## src/rtl/lcd_scan_pkg.sv

```systemverilog
package lcd_scan_pkg;

  typedef enum logic [1:0] {
    DUTY_35 = 2'b00,
    DUTY_37 = 2'b01,
    DUTY_71 = 2'b10,
    DUTY_73 = 2'b11
  } duty_code_e;

  // Number of scanned rows for each duty code.
  function automatic int duty_rows(duty_code_e code);
    case (code)
      DUTY_35: return 35;
      DUTY_37: return 37;
      DUTY_71: return 71;
      default: return 73;
    endcase
  endfunction

endpackage

```

## src/rtl/lcd_edge_sync.sv

```systemverilog
// Multi-stage synchronizer with rising-edge detect on the synchronized level.
module lcd_edge_sync #(
  parameter int STAGES = 2
) (
  input  logic clk,
  input  logic rst_n,
  input  logic d,
  output logic rise
);
  logic [STAGES:0] sh;

  always_ff @(posedge clk or negedge rst_n) begin
    if (!rst_n) sh <= '0;
    else        sh <= {sh[STAGES-1:0], d};
  end

  assign rise = sh[STAGES-1] & ~sh[STAGES];
endmodule

```

## src/rtl/lcd_line_prescaler.sv

```systemverilog
// Divides the clock into line periods of LINE_CLKS cycles.
module lcd_line_prescaler #(
  parameter int LINE_CLKS = 16,
  localparam int CW = (LINE_CLKS > 2) ? $clog2(LINE_CLKS) : 1
) (
  input  logic clk,
  input  logic rst_n,
  input  logic restart,
  output logic line_end
);
  localparam logic [CW-1:0] LAST = CW'(LINE_CLKS - 1);

  logic [CW-1:0] cnt;

  always_ff @(posedge clk or negedge rst_n) begin
    if (!rst_n)            cnt <= '0;
    else if (restart)      cnt <= '0;
    else if (cnt == LAST)  cnt <= '0;
    else                   cnt <= cnt + CW'(1);
  end

  assign line_end = (cnt == LAST);
endmodule

```

## src/rtl/lcd_row_sequencer.sv

```systemverilog
// Row counter with frame-boundary duty latching, master sync pulse
// generation and slave resync handling.
module lcd_row_sequencer
  import lcd_scan_pkg::*;
#(
  parameter int ROW_W = 7
) (
  input  logic             clk,
  input  logic             rst_n,
  input  logic             line_end,
  input  logic             resync,
  input  logic             slave_mode,
  input  duty_code_e       duty_sel,
  output logic [ROW_W-1:0] row_idx,
  output logic             line_strobe,
  output logic             frame_flag,
  output logic             sync_pulse
);
  duty_code_e       duty_act;
  logic [ROW_W-1:0] last_row;
  logic             at_last;

  assign last_row = ROW_W'(duty_rows(duty_act) - 1);
  assign at_last  = (row_idx == last_row);

  always_ff @(posedge clk or negedge rst_n) begin
    if (!rst_n) begin
      row_idx     <= '0;
      line_strobe <= 1'b0;
      frame_flag  <= 1'b0;
      sync_pulse  <= 1'b0;
      duty_act    <= DUTY_35;
    end else if (resync) begin
      // Slave frame start forced by the master.
      row_idx     <= '0;
      line_strobe <= 1'b1;
      frame_flag  <= ~frame_flag;
      sync_pulse  <= 1'b0;
      duty_act    <= duty_sel;
    end else if (line_end && at_last) begin
      if (!slave_mode) begin
        row_idx     <= '0;
        line_strobe <= 1'b1;
        frame_flag  <= ~frame_flag;
        sync_pulse  <= 1'b1;
        duty_act    <= duty_sel;
      end else begin
        // Slave waits on its last row for the master.
        line_strobe <= 1'b0;
      end
    end else if (line_end) begin
      row_idx     <= row_idx + ROW_W'(1);
      line_strobe <= 1'b1;
      sync_pulse  <= 1'b0;
    end else begin
      line_strobe <= 1'b0;
    end
  end
endmodule

```

## src/rtl/lcd_com_decoder.sv

```systemverilog
// One-hot common select, held at non-select until the first clock after reset.
module lcd_com_decoder #(
  parameter int COM_COUNT = 73,
  parameter int ROW_W     = 7
) (
  input  logic                 clk,
  input  logic                 rst_n,
  input  logic [ROW_W-1:0]     row_idx,
  output logic [COM_COUNT-1:0] com_sel
);
  logic scan_en;

  always_ff @(posedge clk or negedge rst_n) begin
    if (!rst_n) scan_en <= 1'b0;
    else        scan_en <= 1'b1;
  end

  for (genvar i = 0; i < COM_COUNT; i++) begin : g_com
    assign com_sel[i] = scan_en & (row_idx == ROW_W'(i));
  end
endmodule

```

## src/rtl/lcd_blink_div.sv

```systemverilog
// Halves the external blink clock on its synchronized rising edges.
module lcd_blink_div #(
  parameter int SYNC_STAGES = 2
) (
  input  logic clk,
  input  logic rst_n,
  input  logic blink_clk,
  output logic blink_phase
);
  logic blink_rise;

  lcd_edge_sync #(.STAGES(SYNC_STAGES)) u_blink_sync (
    .clk  (clk),
    .rst_n(rst_n),
    .d    (blink_clk),
    .rise (blink_rise)
  );

  always_ff @(posedge clk or negedge rst_n) begin
    if (!rst_n)          blink_phase <= 1'b0;
    else if (blink_rise) blink_phase <= ~blink_phase;
  end
endmodule

```

## src/rtl/lcd_com_scan.sv

```systemverilog
module lcd_com_scan
  import lcd_scan_pkg::*;
#(
  parameter int COM_COUNT   = 73,
  parameter int LINE_CLKS   = 16,
  parameter int SYNC_STAGES = 2,
  localparam int ROW_W      = $clog2(COM_COUNT)
) (
  input  logic                 clk,
  input  logic                 rst_n,
  input  logic [1:0]           duty_sel,
  input  logic                 blink_clk,
  input  logic                 slave_mode,
  input  logic                 sync_in,
  output logic                 sync_out,
  output logic                 sync_oe,
  output logic [COM_COUNT-1:0] com_sel,
  output logic [ROW_W-1:0]     row_idx,
  output logic                 line_strobe,
  output logic                 frame_flag,
  output logic                 blink_phase
);
  logic sync_rise;
  logic resync;
  logic line_end;
  logic sync_pulse;

  lcd_edge_sync #(.STAGES(SYNC_STAGES)) u_sync_in (
    .clk  (clk),
    .rst_n(rst_n),
    .d    (sync_in),
    .rise (sync_rise)
  );

  assign resync = slave_mode & sync_rise;

  lcd_line_prescaler #(.LINE_CLKS(LINE_CLKS)) u_prescaler (
    .clk     (clk),
    .rst_n   (rst_n),
    .restart (resync),
    .line_end(line_end)
  );

  lcd_row_sequencer #(.ROW_W(ROW_W)) u_seq (
    .clk        (clk),
    .rst_n      (rst_n),
    .line_end   (line_end),
    .resync     (resync),
    .slave_mode (slave_mode),
    .duty_sel   (duty_code_e'(duty_sel)),
    .row_idx    (row_idx),
    .line_strobe(line_strobe),
    .frame_flag (frame_flag),
    .sync_pulse (sync_pulse)
  );

  lcd_com_decoder #(.COM_COUNT(COM_COUNT), .ROW_W(ROW_W)) u_dec (
    .clk    (clk),
    .rst_n  (rst_n),
    .row_idx(row_idx),
    .com_sel(com_sel)
  );

  lcd_blink_div #(.SYNC_STAGES(SYNC_STAGES)) u_blink (
    .clk        (clk),
    .rst_n      (rst_n),
    .blink_clk  (blink_clk),
    .blink_phase(blink_phase)
  );

  assign sync_oe  = ~slave_mode;
  assign sync_out = sync_pulse & ~slave_mode;
endmodule

```

## config.mk

```make
export PLATFORM = sky130hd
export DESIGN_NAME = lcd_com_scan
export DESIGN_NICKNAME = d
export VERILOG_FILES = /design/src/rtl/lcd_scan_pkg.sv /design/src/rtl/lcd_edge_sync.sv /design/src/rtl/lcd_line_prescaler.sv /design/src/rtl/lcd_row_sequencer.sv /design/src/rtl/lcd_com_decoder.sv /design/src/rtl/lcd_blink_div.sv /design/src/rtl/lcd_com_scan.sv
export SDC_FILE = /design/constraint.sdc
export NUM_CORES = 1
export LEC_CHECK = 0
export BUFFER_PORTS_ARGS = -buffer_cell sky130_fd_sc_hd__buf_2
export CELL_PAD_IN_SITES_DETAIL_PLACEMENT = 0
export CELL_PAD_IN_SITES_GLOBAL_PLACEMENT = 1
export CORE_ASPECT_RATIO = 0.8
export CORE_MARGIN = 4
export CORE_UTILIZATION = 32
export CTS_BUF_LIST = sky130_fd_sc_hd__clkbuf_2 sky130_fd_sc_hd__clkbuf_4 sky130_fd_sc_hd__clkbuf_8
export CTS_CLUSTER_SIZE = 10
export DETAILED_ROUTE_END_ITERATION = 16
export GPL_TIMING_DRIVEN = 0
export PLACE_DENSITY = 0.86
export SETUP_SLACK_MARGIN = 0.02
export SYNTH_ARGS = -nofsm -noshare
export SYNTH_HDL_FRONTEND = slang
export SYNTH_SLANG_ARGS = --single-unit
```

## constraint.sdc

```tcl
create_clock -name clk -period 2.1 [get_ports clk]
set_input_delay 0.315 -clock clk [delete_from_list [all_inputs] [get_ports clk]]
set_output_delay 0.315 -clock clk [all_outputs]
set_load 0.03 [all_outputs]
```

## Yosys cells after proc, flatten, opt, wreduce, memory -nomap -nowiden

Index checks and enable logic that the tools add are counted.

- Memories kept: 0
- Memory bits (writable): 0
- Bits in read-only memories: 0
- Bits of input ports: 7
- Bits in latches: 0
- Output and inout bits: 85
- Word-level logic and storage cells: 201
- Register bits: 24

- Reductions and logical operators: 7
- Multiply operators: 0
- Add/sub/neg operators: 3
- Eq/ne operators: 78
- Shift-type cells: 0
- Order comparisons: 0
- Bitwise gates (word level): 82
- Divide/modulo/power cells: 0
- Muxes and demuxes: 21

Operators with widths:

| kind | count |
|---|---|
| $eq A7 B6 Y1 const B | 32 |
| $eq A7 B5 Y1 const B | 16 |
| $and A1 B1 Y1 | 77 |
| $eq A7 B7 Y1 const B | 9 |
| $eq A7 B4 Y1 const B | 8 |
| $eq A7 B3 Y1 const B | 4 |
| $mux W7 | 4 |
| $pmux W7 S3 | 1 |
| $eq A7 B2 Y1 const B | 2 |
| $mux W1 | 11 |
| $mux W4 | 2 |
| $add A7 B1 Y7 const B | 1 |
| $eq A7 B1 Y1 const B | 1 |
| $eq A7 B7 Y1 | 1 |
| $logic_not A7 Y1 | 1 |
| $sub A7 B1 Y7 const B | 1 |
| $mux W2 | 3 |
| $not A1 Y1 | 5 |
| $add A4 B1 Y4 const B | 1 |
| $eq A4 B4 Y1 const B | 1 |
| $reduce_and A2 Y1 | 2 |
| $ne A3 B3 Y1 const B | 1 |
| $reduce_bool A3 Y1 | 1 |
| $eq A2 B1 Y1 const B | 1 |
| other kinds (5) | 5 |

## Depth between registers and ports, before layout

- Depth in word-level cells: 7
- Mapped depth: 6
- Depth with buffers taken out: 6

## Hierarchy

Synthesis repeated with hierarchy kept, for this count alone.

- Cells, all modules: 227
- Area total of the unflattened synthesis: 1915.6 um^2

By module, submodules not included:

| module | seq. area each (um^2) | instances | area an instance (um^2) | cells an instance |
|---|---|---|---|---|
| lcd_row_sequencer | 300.3 | 1 | 773.2 | 74 |
| lcd_com_decoder | 25.0 | 1 | 735.7 | 125 |
| lcd_line_prescaler | 100.1 | 1 | 178.9 | 15 |
| lcd_edge_sync | 75.1 | 2 | 88.8 | 4 |
| lcd_blink_div | 25.0 | 1 | 33.8 | 2 |
| lcd_com_scan | 0.0 | 1 | 16.3 | 3 |

## Worst setup path after synthesis

Ideal clock, no wire load.

- Path kind: register -> output
- Start: register u_seq.row_idx[4]
- End: output com_sel[25]
- Arrival: 1.811 ns
- Path buffers: 2
- Cell stages (with the launch flop): 7
- Path slack: -0.026 ns
- Cells stage by stage: dfrtp_1 buf_2 or3b_1 buf_2 inv_1 nand2_1 nor2_1

- Longest elaborated chain between the ends: 2

RTL lines:

| item | line | text |
|---|---|---|
| from (decl) | lcd_row_sequencer.sv:14 | `output logic [ROW_W-1:0] row_idx,` |
| from (signal assigned) | lcd_row_sequencer.sv:52 | `row_idx <= row_idx + ROW_W'(1);` |
| $eq A7 B5 Y1 | lcd_com_decoder.sv:19 | `assign com_sel[i] = scan_en & (row_idx == ROW_W'(i));` |
| $and A1 B1 Y1 | lcd_com_decoder.sv:19 |  |
| to (decl) | lcd_com_scan.sv:17 | `output logic [COM_COUNT-1:0] com_sel,` |

Every way passes these cells.

## Worst setup path in the final report

- Start: register u_seq.row_idx[5]
- End: output com_sel[22]

Same word-level chain as after synthesis.

==> reports/qor.yml <==
clock_network:
  clock-root-buffer: "clkbuf_8"
  cts_hold_buf: 0
  cts_tree: "done"
  path_clk_slew_ns: 0.09
  insertion_delay_ns: 0.27
  clkSinkCount: 24
  max-clock-path-buffers: 2
  cts_made_buffers: 3
  cts_max_level: 1
synthesis:
  synth.avg_cell_area_um2: 7.309
  yosysWarnings: 0
  seq_area_frac_synth_pct: 34.24
  synth-async-reset-ratio_pct: 100.0
  netlist_area_mm2: 0.001754
  synth_cells: 240
  synth_top_cell_area_share_pct: 34.24
  synthFlopType: "dfrtp_1"
  synth_area_leaders: "dfrtp_1 34%, nor2_1 16%, ha_1 5.7%"
  synth_cell_types: 40
  synth_nets: 255
  synth_edf_count: 0
  yosys.area.top_type: "dfrtp_1"
  ys_ff_latch: 24
setup_path:
  cp_cell_sequence: "buf_6, or3b_4, buf_6, buf_4, nor2_2, buf_4"
  slowest_stage: "dfrtp_1"
  cp.arrival_ns: 1.75
  cp_max_fo: 7
  worstSetupEndpointType: "output pin"
  start_kind: "register"
  worstPathRequired_ns: 1.78
  slowest_delay_ns: 0.41
  crit_type: "register to output pin"
drt:
  viasPerCell: 5.094
  drt-initial-drc-count: 118
  ant_nets: 0
  wl_um: 6025
  drc_errors: 0
  first_pass_iters: 5
  dr_total_vias: 2109
  post_drt_wl_per_cell_um: 14.55
floorplan:
  rows: 23
  dieWidth_um: 90.78
  coreArea_mm2: 0.005151
  start_util_pct: 34.05
  dieArea_mm2: 0.006738
  io_pins: 92
  die_h_um: 74.22
global_routing:
  grt_overflow: 0
  antenna_found_initial: 0
  grt_pass1_vias: 1847
  grt_start_max_net_pins: 25
  grt_use_total_pct: 16.18
  grt_pass1_wl_um: 9094
sta:
  setup_ws_ns: 0.03108
  fin_crit_ns: 2.069
  hold_slack_ns: 0.01394
  rsz0062_at_grt: "true"
  final-setup-viol-count: 0
  finalCritPeriodShare_pct: 98.52
  hold_viol_final: 0
  maxSlewViolCount: 0
  tns_ns: 0
  relSlewSlack_pct: 65.04
  skew_ns: 0.008577
  timing.fmax_mhz: 483.3
  tightest_slew_ns: 0.5221
layout:
  drive_gt1_share_pct: 47.16
  n_fill_cell: 494
  diodes: 0
  fin_area_mm2: 0.002746
  fin_cells: 414
  syn2layout_area_growth_pct: 56.56
  multi_input_area_mm2: 0.001192
  register_area_um2: 605.6
  layout.nets: 368
  finish.utilization_pct: 53.32
power:
  total_power_mw: 1.830
  ir_drop_mv: 0.6099
  power.leakage_nw: 1.315
  power_density_mw_per_mm2: 666.4
place:
  portBuffers: 91
  dp.cells: 393
  placed_area_mm2: 0.002297
  dp_hpwl_um: 4349
  dp_slack_ns: 0.1306
  place_congestion: 0.7960
run_status:
  status: "complete, no violations"
hold_path:
  hp-class: "input pin to async pin"
run:
  cap_violations: 0
final timing paths:
kind	start	to	slack [ns]	cells past startpoint
setup / recovery	u_seq.row_idx[5]	com_sel[22]	0.03	6
hold / removal	rst_n	u_seq.sync_pulse	0.01	1
setup reg to reg	u_seq.duty_act[1]	u_seq.duty_act[0]	0.15	6
hold reg to reg	u_blink.u_blink_sync.sh[0]	u_blink.u_blink_sync.sh[1]	0.35	0
max in group asynchronous	rst_n	u_seq.row_idx[1]	1.70	1
min in group clk	blink_clk	u_blink.u_blink_sync.sh[0]	0.15	1
Yosys cell counts (2+ instances only):
master	number
and3_1	2
inv_1	7
mux2_2	2
o21ai_0	5
nand4_1	2
nor3_1	13
buf_6	2
nor2b_1	7
dfrtp_1	24
o211ai_1	2
nor2_1	74
a21oi_1	7
nand3_1	16
nand2b_1	4
ha_1	8
buf_2	6
clkbuf_1	5
nand4b_1	2
nand2_1	23
or3_1	2
xnor2_1	6
a31oi_1	3
power by group:
part / total, mW / internal, mW / switching [mW]
clock network: 0.319 / 0.167 / 0.152
logic: 0.862 / 0.343 / 0.519
registers: 0.649 / 0.557 / 0.0919
state kept, by name, summed over array words and instances, names as in the netlist:
signal / count
u_seq.duty_act: 2
u_sync_in.sh: 3
u_seq.row_idx: 7
u_dec.scan_en: 1
u_seq.sync_pulse: 1
u_prescaler.cnt: 4
u_blink.blink_phase: 1
u_blink.u_blink_sync.sh: 3
u_seq.line_strobe: 1
u_seq.frame_flag: 1
routing by layer:
metal	share of wire [%]	global-route usage [%]	up-vias
li1	-	-	1022
met1	43	21.19	1002
met2	51	28.27	83
met3	6.0	4.449	2
met4	0.12	1.338	0
met5	0	0	-
cells in the final DEF (no fill, tap or decap), types with 2 or more instances in the layout:
master,instances
clkbuf_4,10
buf_4,26
a31oi_1,3
buf_2,71
ha_1,5
inv_1,5
nor2b_4,3
nand3_1,14
clkbuf_8,4
nor2_4,2
o211ai_1,2
nor2b_1,4
nand2b_1,4
or3_1,2
buf_6,14
nand4_1,2
xnor2_1,6
a21oi_1,7
nand3_2,2
nor3_1,11
nor2_2,12
nand4b_1,2
ha_4,2
dfrtp_2,4
o21ai_0,5
nor3_2,2
nand2_1,21
dfrtp_1,20
and3_1,2
nor2_1,60
mux2_2,2
logic make-up (layout without fill, tap and decap cells):
family / after synthesis / in the layout / synth area share, %
adder cells (fa/ha/maj): 8 / 8 / 5.706
multiplexers: 2 / 2 / 1.284
AO/OA/AOI/OAI: 25 / 25 / 9.843
other: 1 / 1 / 0.2138
AND/OR/NAND/NOR: 153 / 153 / 39.73
buffers and inverters: 21 / 133 / 5.992
flip-flops: 24 / 24 / 34.24
XOR/XNOR: 6 / 6 / 2.996
area by class of cell:
cell class	count	share of cell area, %
tap	62	2.825
multi-input combinational	195	43.42
inverter	7	1.048
clock buffer	4	2.005
buffer	14	4.282
timing repair buffer	108	24.37
sequential	24	22.05
worst max-delay path: cells and delay by family, from the launching register on:
kind	cells	cell delay (ns)
buf+inv	4	0.61
flops	1	0.41
simple gates	2	0.45
repair_timing:
item / 4_1_cts / 5_1_grt
setup buffers: 0 / 17
resized for setup: 23 / 77
endpoints found under the setup margin: 66 / 71
pin swaps: 0 / 5
Power figures use the tool's default switching activity.
